===== src/rtl/set_lookup_pkg.sv =====
package set_lookup_pkg;
  typedef enum logic [1:0] {
    OP_NONE   = 2'd0,
    OP_CLEAR  = 2'd1,
    OP_FILL   = 2'd2,
    OP_ACCESS = 2'd3
  } set_op_e;
endpackage


===== src/rtl/way_state.sv =====
module way_state
  import set_lookup_pkg::*;
#(
  parameter int TAG_W = 8,
  parameter int CNT_W = 3
) (
  input  logic             clk,
  input  logic             rst_n,
  input  set_op_e          op,
  input  logic             fill_sel,
  input  logic [TAG_W-1:0] fill_tag,
  input  logic [TAG_W-1:0] acc_tag,
  input  logic             acc_write,
  input  logic             wt_mode,
  output logic             valid,
  output logic             dirty,
  output logic [TAG_W-1:0] tag,
  output logic             hit,
  output logic [CNT_W-1:0] cnt_upd
);
  localparam logic [CNT_W-1:0] CNT_MAX = '1;

  logic             valid_q, valid_d;
  logic             dirty_q, dirty_d;
  logic [TAG_W-1:0] tag_q, tag_d;
  logic [CNT_W-1:0] cnt_q, cnt_d;

  assign hit = valid_q && (tag_q == acc_tag);

  always_comb begin
    if (hit)                  cnt_upd = '0;
    else if (!valid_q)        cnt_upd = cnt_q;
    else if (cnt_q == CNT_MAX) cnt_upd = cnt_q;
    else                      cnt_upd = cnt_q + 1'b1;
  end

  always_comb begin
    valid_d = valid_q;
    dirty_d = dirty_q;
    tag_d   = tag_q;
    cnt_d   = cnt_q;
    unique case (op)
      OP_CLEAR: begin
        valid_d = 1'b0;
        dirty_d = 1'b0;
        cnt_d   = '0;
      end
      OP_FILL: if (fill_sel) begin
        valid_d = 1'b1;
        dirty_d = 1'b0;
        tag_d   = fill_tag;
        cnt_d   = '0;
      end
      OP_ACCESS: begin
        cnt_d = cnt_upd;
        if (hit && acc_write && !wt_mode) dirty_d = 1'b1;
      end
      default: ;
    endcase
  end

  always_ff @(posedge clk or negedge rst_n) begin
    if (!rst_n) begin
      valid_q <= 1'b0;
      dirty_q <= 1'b0;
      tag_q   <= '0;
      cnt_q   <= '0;
    end else begin
      valid_q <= valid_d;
      dirty_q <= dirty_d;
      tag_q   <= tag_d;
      cnt_q   <= cnt_d;
    end
  end

  assign valid = valid_q;
  assign dirty = dirty_q;
  assign tag   = tag_q;

  // a nonzero counter has only held or grown since the last edge
  p_cnt_mono_r3: assert property (@(posedge clk) disable iff (!rst_n)
    (cnt_q != '0) |-> (cnt_q >= $past(cnt_q)));
  // a fill leaves the selected way valid and clean
  p_fill_clean_r8: assert property (@(posedge clk) disable iff (!rst_n)
    (op == OP_FILL && fill_sel) |=> (valid_q && !dirty_q && cnt_q == '0));
endmodule


===== src/rtl/victim_pick.sv =====
module victim_pick #(
  parameter int WAYS  = 4,
  parameter int CNT_W = 3,
  parameter int WAY_W = 2
) (
  input  logic [WAYS-1:0]  valid,
  input  logic [CNT_W-1:0] cnt [WAYS],
  output logic             any_free,
  output logic [WAY_W-1:0] victim
);
  logic [CNT_W-1:0] best;
  logic [WAY_W-1:0] oldest;
  logic [WAY_W-1:0] free_way;

  always_comb begin
    any_free = 1'b0;
    free_way = '0;
    best     = '0;
    oldest   = '0;
    for (int i = 0; i < WAYS; i++) begin
      if (!valid[i]) begin
        any_free = 1'b1;
        free_way = WAY_W'(i);
      end else if (cnt[i] > best) begin
        best   = cnt[i];
        oldest = WAY_W'(i);
      end
    end
    victim = any_free ? free_way : oldest;
  end

  // a free way is always preferred over a valid one
  always_comb begin
    if (any_free) p_free_first_r4: assert (!valid[victim]);
  end
endmodule


===== src/rtl/set_lookup.sv =====
module set_lookup
  import set_lookup_pkg::*;
#(
  parameter int WAYS   = 4,
  parameter int TAG_W  = 8,
  parameter int CNT_W  = 3,
  parameter int SET_W  = 4,
  parameter int BANK_W = 2,
  localparam int WAY_W  = (WAYS > 1) ? $clog2(WAYS) : 1,
  localparam int ADDR_W = TAG_W + SET_W + BANK_W
) (
  input  logic              clk,
  input  logic              rst_n,
  input  logic              wt_mode,
  input  logic [BANK_W-1:0] bank_id,
  input  logic [SET_W-1:0]  set_id,
  input  logic              clr_req,
  input  logic              fill_req,
  input  logic [WAY_W-1:0]  fill_way,
  input  logic [TAG_W-1:0]  fill_tag,
  input  logic              acc_req,
  input  logic              acc_write,
  input  logic [TAG_W-1:0]  acc_tag,
  output logic              rsp_valid,
  output logic              rsp_hit,
  output logic [WAY_W-1:0]  rsp_way,
  output logic              wb_valid,
  output logic [ADDR_W-1:0] wb_addr
);
  set_op_e          op;
  logic [WAYS-1:0]  way_valid, way_dirty, way_hit;
  logic [TAG_W-1:0] way_tag [WAYS];
  logic [CNT_W-1:0] way_cnt [WAYS];
  logic             any_free, any_hit;
  logic [WAY_W-1:0] victim, hit_way, sel_way;
  logic             wb_d;
  logic [TAG_W-1:0] wb_tag_d;

  always_comb begin
    if (clr_req)       op = OP_CLEAR;
    else if (fill_req) op = OP_FILL;
    else if (acc_req)  op = OP_ACCESS;
    else               op = OP_NONE;
  end

  for (genvar w = 0; w < WAYS; w++) begin : g_way
    way_state #(.TAG_W(TAG_W), .CNT_W(CNT_W)) u_way (
      .clk       (clk),
      .rst_n     (rst_n),
      .op        (op),
      .fill_sel  (fill_way == WAY_W'(w)),
      .fill_tag  (fill_tag),
      .acc_tag   (acc_tag),
      .acc_write (acc_write),
      .wt_mode   (wt_mode),
      .valid     (way_valid[w]),
      .dirty     (way_dirty[w]),
      .tag       (way_tag[w]),
      .hit       (way_hit[w]),
      .cnt_upd   (way_cnt[w])
    );
  end

  victim_pick #(.WAYS(WAYS), .CNT_W(CNT_W), .WAY_W(WAY_W)) u_pick (
    .valid    (way_valid),
    .cnt      (way_cnt),
    .any_free (any_free),
    .victim   (victim)
  );

  always_comb begin
    hit_way = '0;
    for (int i = WAYS - 1; i >= 0; i--) begin
      if (way_hit[i]) hit_way = WAY_W'(i);
    end
  end

  assign any_hit = |way_hit;
  assign sel_way = any_hit ? hit_way : victim;

  always_comb begin
    wb_d     = 1'b0;
    wb_tag_d = way_tag[sel_way];
    if (op == OP_ACCESS) begin
      if (any_hit) wb_d = acc_write && wt_mode;
      else         wb_d = !wt_mode && !any_free && way_dirty[victim];
    end
  end

  always_ff @(posedge clk or negedge rst_n) begin
    if (!rst_n) begin
      rsp_valid <= 1'b0;
      rsp_hit   <= 1'b0;
      rsp_way   <= '0;
      wb_valid  <= 1'b0;
      wb_addr   <= '0;
    end else begin
      rsp_valid <= (op == OP_ACCESS);
      wb_valid  <= wb_d;
      if (op == OP_ACCESS) begin
        rsp_hit <= any_hit;
        rsp_way <= sel_way;
      end
      if (wb_d) wb_addr <= {wb_tag_d, set_id, bank_id};
    end
  end

  // at most one way may match a tag
  p_onehot_hit_r2: assert property (@(posedge clk) disable iff (!rst_n)
    (op == OP_ACCESS) |-> $onehot0(way_hit));
  // lower-priority requests in a clear or fill cycle get no response
  p_drop_low_r10: assert property (@(posedge clk) disable iff (!rst_n)
    (clr_req || fill_req) |=> !rsp_valid);
  // a writeback only appears with an access response
  p_wb_pulse_r11: assert property (@(posedge clk) disable iff (!rst_n)
    wb_valid |-> rsp_valid);
  // an eviction writeback only in write-back mode
  p_evict_mode_r7: assert property (@(posedge clk) disable iff (!rst_n)
    (wb_valid && !rsp_hit) |-> !$past(wt_mode));
endmodule


===== config.mk =====
export PLATFORM = sky130hd
export DESIGN_NAME = set_lookup
export DESIGN_NICKNAME = d
export VERILOG_FILES = /design/src/rtl/set_lookup_pkg.sv /design/src/rtl/way_state.sv /design/src/rtl/victim_pick.sv /design/src/rtl/set_lookup.sv
export SDC_FILE = /design/constraint.sdc
export NUM_CORES = 1
export LEC_CHECK = 0
export BUFFER_PORTS_ARGS = -buffer_cell sky130_fd_sc_hd__buf_2
export CAP_MARGIN = 10
export CORE_MARGIN = 2
export CORE_UTILIZATION = 61
export CTS_BUF_LIST = sky130_fd_sc_hd__clkbuf_4 sky130_fd_sc_hd__clkbuf_8
export DETAILED_ROUTE_END_ITERATION = 8
export HOLD_SLACK_MARGIN = 0.02
export PLACE_DENSITY = 0.88
export SLEW_MARGIN = 40
export SYNTH_ARGS = -nofsm -noshare
export SYNTH_HDL_FRONTEND = slang
export SYNTH_SLANG_ARGS = --single-unit
export TNS_END_PERCENT = 100

===== constraint.sdc =====
create_clock -name clk -period 6.8 [get_ports clk]
set_input_delay 0.68 -clock clk [delete_from_list [all_inputs] [get_ports clk]]
set_output_delay 0.68 -clock clk [all_outputs]
set_load 0.02 [all_outputs]

; ---- Word level (Yosys, flattened, before mapping)
; Cells that the tools add are included.
[op_classes]
add_sub_neg = 4
magnitude_cmp = 6
eq_ne = 22
n_mux = 75
n_bitwise = 1
reduce_logical = 37
[op_table]
columns = operator, count
row1 = $mux W3, 22
row2 = $pmux W3 S3, 4
row3 = $eq A8 B8 Y1, 4
row4 = $mux W2, 16
row5 = $reduce_and A2 Y1, 12
row6 = $mux W1, 21
row7 = $bmux W8 S2, 1
row8 = $mux W8, 2
row9 = $ne A2 B1 Y1 const B, 8
row10 = $logic_and A1 B1 Y1, 15
row11 = $add A3 B1 Y3 const B, 4
row12 = $eq A3 B3 Y1 const B, 4
row13 = $pmux W1 S3, 4
row14 = $reduce_and A3 Y1, 4
row15 = $gt A3 B3 Y1, 3
row16 = $eq A2 B2 Y1 const B, 4
row17 = $pmux W1 S2, 4
row18 = $eq A2 B1 Y1 const B, 2
row19 = $reduce_or A4 Y1, 1
row20 = $ge A3 B3 Y1 const B, 1
row21 = $gt A3 B1 Y1 const B, 1
row22 = $lt A2 B3 Y1 const B, 1
row23 = $not A2 Y3, 1
row24 = $reduce_bool A3 Y1, 1
row25 = 4 further kinds, 5
[word_totals]
ff_bits = 71
out_inout_bits = 19

; ---- Longest topological paths before layout
[logic_depth]
ltp_word = 22
ltp_mapped = 30
ltp_nobuf = 26

; ---- Hierarchy
; Synthesis repeated with hierarchy kept, for this count alone.
[hier_totals]
hier_cells = 406
hier_area_um2 = 4285.4
[modules_own_cells]
columns = module, instances, cells_each, area_per_inst_um2, seq_area_each_um2
row1 = way_state, 4, 60, 669.4, 325.3
row2 = set_lookup, 1, 115, 1234.9, 475.5
row3 = victim_pick, 1, 51, 372.9, 0.0

; ---- Least setup slack after synthesis
; No wires, ideal clock.
[synth_path]
path_kind = input-to-reg
from = input acc_tag[7]
to = register wb_addr[4]
setup_time_ps = 125
arrival_ps = 5906
setup_slack_ps = 769
cell_stages = 27
path_buffers = 4
cell_sequence = clkbuf_1 xnor2_1 nand3_1 nor3_1 nor2b_1 o21ai_0 ha_1 o21ai_1 a21oi_2 nand2_1 mux2_2 ha_1 nand3_1 a21bo_2 nor2_1 nand2_1 o21a_1 ha_1 and3_1 or3_1 a32o_1 buf_6 mux4_2 buf_6 o21a_4 buf_6 mux2_4
[synth_between]
elab_chain_cells = 21
[synth_lines]
columns = element, line_no
row1 = from (decl), set_lookup.sv:23  ; input logic [TAG_W-1:0] acc_tag,
row2 = $eq A8 B8 Y1, way_state.sv:28  ; assign hit = valid_q && (tag_q == acc_tag);
row3 = $logic_and A1 B1 Y1, way_state.sv:28
row4 = $mux W3, way_state.sv:31  ; if (hit) cnt_upd = '0;
row5 = $gt A3 B1 Y1, victim_pick.sv:24  ; end else if (cnt[i] > best) begin
row6 = $mux W3, victim_pick.sv:24
row7 = $mux W3, victim_pick.sv:21  ; if (!valid[i]) begin
row8 = $gt A3 B3 Y1, victim_pick.sv:24
row9 = $mux W3, victim_pick.sv:24
row10 = (+5 left out), -
row11 = $mux W2, victim_pick.sv:24
row12 = $mux W2, victim_pick.sv:21
row13 = $mux W2, victim_pick.sv:29  ; victim = any_free ? free_way : oldest;
row14 = $bmux W1 S2, set_lookup.sv:86  ; else wb_d = !wt_mode && !any_free && way_dirty[victim];
row15 = $mux W1 (implied by the code), set_lookup.sv:86
row16 = $logic_and A1 B1 Y1, set_lookup.sv:86
row17 = $mux W1 (*), set_lookup.sv:85  ; if (any_hit) wb_d = acc_write && wt_mode;
row18 = $mux W1 (*), set_lookup.sv:84  ; if (op == OP_ACCESS) begin
row19 = to (signal assigned), set_lookup.sv:104  ; if (wb_d) wb_addr <= {wb_tag_d, set_id, bank_id};
row20 = to (decl), set_lookup.sv:28  ; output logic [ADDR_W-1:0] wb_addr
; Mark *: on every way between the ends. The rest lies on a longest branch, timed or not. The select of a mux whose other input is x is not followed.
; A chain may end at the register's enable or synchronous reset.

; ---- Final worst setup path
[layout_path]
from = register g_way[0].u_way.cnt_q[0]
to = register wb_addr[4]
[layout_between]
elab_chain_cells = 22
[layout_lines]
columns = element, line_no
row1 = from (decl), way_state.sv:26  ; logic [CNT_W-1:0] cnt_q, cnt_d;
row2 = from (signal assigned), way_state.sv:72  ; cnt_q <= cnt_d;
row3 = $add A3 B1 Y3 or $eq A3 B3 Y1 (tied branches), "way_state.sv:34, way_state.sv:33"
row4 = $mux W3, way_state.sv:33  ; else if (cnt_q == CNT_MAX) cnt_upd = cnt_q;
row5 = $mux W3 (*), way_state.sv:32  ; else if (!valid_q) cnt_upd = cnt_q;
row6 = $mux W3 (*), way_state.sv:31
row7 = $gt A3 B1 Y1, victim_pick.sv:24
row8 = $mux W3 (*), victim_pick.sv:24
row9 = $mux W3 (*), victim_pick.sv:21
row10 = $gt A3 B3 Y1, victim_pick.sv:24
row11 = (+6 left out), -
row12 = $mux W2, victim_pick.sv:24
row13 = $mux W2 (*), victim_pick.sv:21
row14 = $mux W2 (*), victim_pick.sv:29
row15 = $bmux W1 S2 (*), set_lookup.sv:86
row16 = $mux W1 (implied by the code) (*), set_lookup.sv:86
row17 = $logic_and A1 B1 Y1 (*), set_lookup.sv:86
row18 = $mux W1 (*), set_lookup.sv:85
row19 = $mux W1 (*), set_lookup.sv:84
; Marks and branches as above.

==> summary.txt <==
routed wire length -> 10.6 mm
met1 wire length -> 4.23 mm
data arrival time of the worst path -> 5.94 ns
power density cells -> 221 mW/mm2
layout cells sized above 1 -> 0.234
post-synthesis sequential area ratio -> 0.422
minimum clock period -> 5.70 ns
most frequent cells in the layout -> dfrtp_1, buf_2, nor2_1, xnor2_1, a211oi_1
maximum VDD drop -> 134 uV
Netlist cell types -> 50
final hold vios -> 0
worst slew pin tran -> 0.844 ns
detailed-route DRC error count -> 0
met3 wire len -> 560 um
Filler cells -> 518
max_cap viols -> 0
CTS Buffer Depth -> 2
die footprint -> 0.00758 mm2
Netlist Area Pre-Place -> 0.00421 mm2
DRT iter0 DRCs -> 203
remaining antenna violation count after routing -> 0
fin crit share -> 0.838
crit path max fanout -> 14
endpoint class of the critical path -> flip-flop
achievable frequency -> 176 MHz
Mapped Nets -> 479
RSZ-0062 raised after global routing -> no
commonest non-fill, non-tap cell in the layout -> dfrtp_1
clock root buffer -> clkbuf_8
asr flop ratio synth -> 1.00
largest net degree at the start of global routing -> 72
Global Route Usage Sum -> 0.300
fin area -> 0.00468 mm2
Worst Setup SP -> g_way[0].u_way.cnt_q[0]
R2R Path Start -> g_way[0].u_way.cnt_q[0]
Post-synth top flop -> dfrtp_1
Core Area -> 0.00672 mm2
highest metal used -> met4
setup violators final -> 0
first-pass GRT wire length -> 17.4 mm
register area -> 0.00178 mm2
vias per cell -> 6.29
Yosys reg bits -> 71
CP required -> 7.04 ns
Hold WS -> 0.422 ns
via count -> 3542
number of synthesized flops with an enable pin -> 0
CTS tree -> yes
row cnt -> 30
cts hold-fix bufs -> 0
CTS Buf Count -> 9
# Post-CTS Setup Buffers -> 0
Placed Area -> 0.00451 mm2
Fin Clk Skew -> 0.00728 ns
Max Slew Vio Count -> 0
post-DP HPWL -> 7.83 mm
GRT overflow -> 0
area grow syn2layout -> 11.2%
First-pass DRT Iterations -> 4
initial antenna violation count -> 0
GP Congestion -> 0.961
status -> finished, final reports clean
clk sinks -> 71
WL/cell -> 18.8 um
total length of routed met2 wires -> 5.44 mm
area of the multi-input gates -> 0.00223 mm2
Initial Utilization -> 0.627
setup TNS -> 0 ns
Slew HR -> 0.433
Mapped Cells -> 435
clock insertion delay at the later pin of the skew report -> 0.36 ns
NumNets Final -> 522
Die Wd -> 87.1 um
vias in the first global route -> 3571
path category of the worst min-delay check -> in -> async
Resized Gates After CTS -> 0
crit path kind -> reg -> reg
number of diodes -> 0
LEAKAGE -> 0.00209 uW
H-tree depth -> 3
PortBufs -> 49
mean post-synth cell area -> 9.68 um2
Reg clk slew, reported paths -> 0.07 ns
die height -> 87.1 um
Top Ports -> 50
Setup crit start kind -> flip-flop
Syn. warnings -> 0
==> worst paths after layout <==
| check | end | slack (ns) | cells past startpoint |
|---|---|---|---|
| setup / recovery | wb_addr[4] | 1.10 | 23 |
| hold / removal | wb_addr[2] | 0.42 | 2 |
| setup reg to reg | wb_addr[4] | 1.10 | 23 |
| hold reg to reg | rsp_way[0] | 0.49 | 2 |
| max in group asynchronous | g_way[2].u_way.tag[6] | 5.96 | 2 |
| min in group clk | rsp_way[0] | 0.49 | 2 |
==> report_power, final <==
group	internal [uW]	leakage [uW]	total [uW]	switching, uW
Combinational	98.0	0.00108	208	110
Clock	146	0.0000887	313	167
Sequential	468	0.000923	513	45.5
==> worst max-delay path: stages (launching register included) <==
cell and delay [ns]:
dfrtp_1 0.43, ha_1 0.25, a21boi_1 0.39, mux2i_1 0.14, nor2_1 0.17, inv_1 0.06, ha_1 0.28, nand2b_1 0.07
a21oi_2 0.19, nand2_1 0.12, mux2_2 0.30, ha_1 0.27, nand3_1 0.09, a21bo_2 0.24, nor2_1 0.11, nand2_1 0.07
o21a_1 0.10, ha_1 0.27, and3_1 0.15, or3_1 0.35, a32o_1 0.29, mux4_2 0.57, o21a_4 0.33, mux2_4 0.31
==> metrics by stage <==
step	instances	setup slack, ns	util	power [uW]
floorplan	435	0.769	-	660
global placement	547	0.934	0.669	716
detailed placement	547	0.786	0.671	727
CTS	563	1.11	0.697	1030
global route	563	0.728	0.697	1080
finish	563	1.10	0.697	1030
==> cell families after synthesis <==
group           count (synthesis)  synth area share
compound gates                109             0.180
xor+xnor                       36            0.0749
fa+ha+maj                      13            0.0386
buf+inv                        50            0.0508
flops                          71             0.422
mux                            36            0.0995
simple gates                  120             0.135
==> cells in the mapped netlist, types with 8 or more instances <==
cell type	instances	area, um2
nor3_1	10	50.1
clkbuf_1	20	75.1
dfrtp_1	71	1780
inv_1	25	93.8
nor2_1	42	158
a211oi_1	33	248
mux2_2	29	327
xnor2_1	33	289
o211ai_1	9	67.6
ha_1	13	163
a21oi_1	12	60.1
o31ai_1	8	60.1
o21ai_0	18	90.1
nand4_1	8	50.1
nand3_1	9	45.0
nand2_1	29	109
==> routing by layer <==
metal,vias up,GRT usage
met5,-,0
li1,1642,-
met2,130,0.525
met1,1739,0.361
met4,0,0.126
met3,31,0.0569
==> registers in the layout, indices dropped and copies added, names as in the netlist <==
register	flops
g_way.u_way.tag	32
rsp_way	2
g_way.u_way.cnt_q	12
rsp_valid	1
wb_valid	1
rsp_hit	1
g_way.u_way.valid	4
wb_addr	14
g_way.u_way.dirty	4
==> cell type report <==
| cell class | instances | area share |
|---|---|---|
| Clock inverter | 5 | 0.00721 |
| Timing Repair Buffer | 56 | 0.0644 |
| Multi-Input combinational cell | 314 | 0.476 |
| Inverter | 26 | 0.0208 |
| Sequential cell | 71 | 0.379 |
| Tap cell | 80 | 0.0214 |
| Clock buffer | 11 | 0.0310 |
Power figures use the tool's default switching activity.
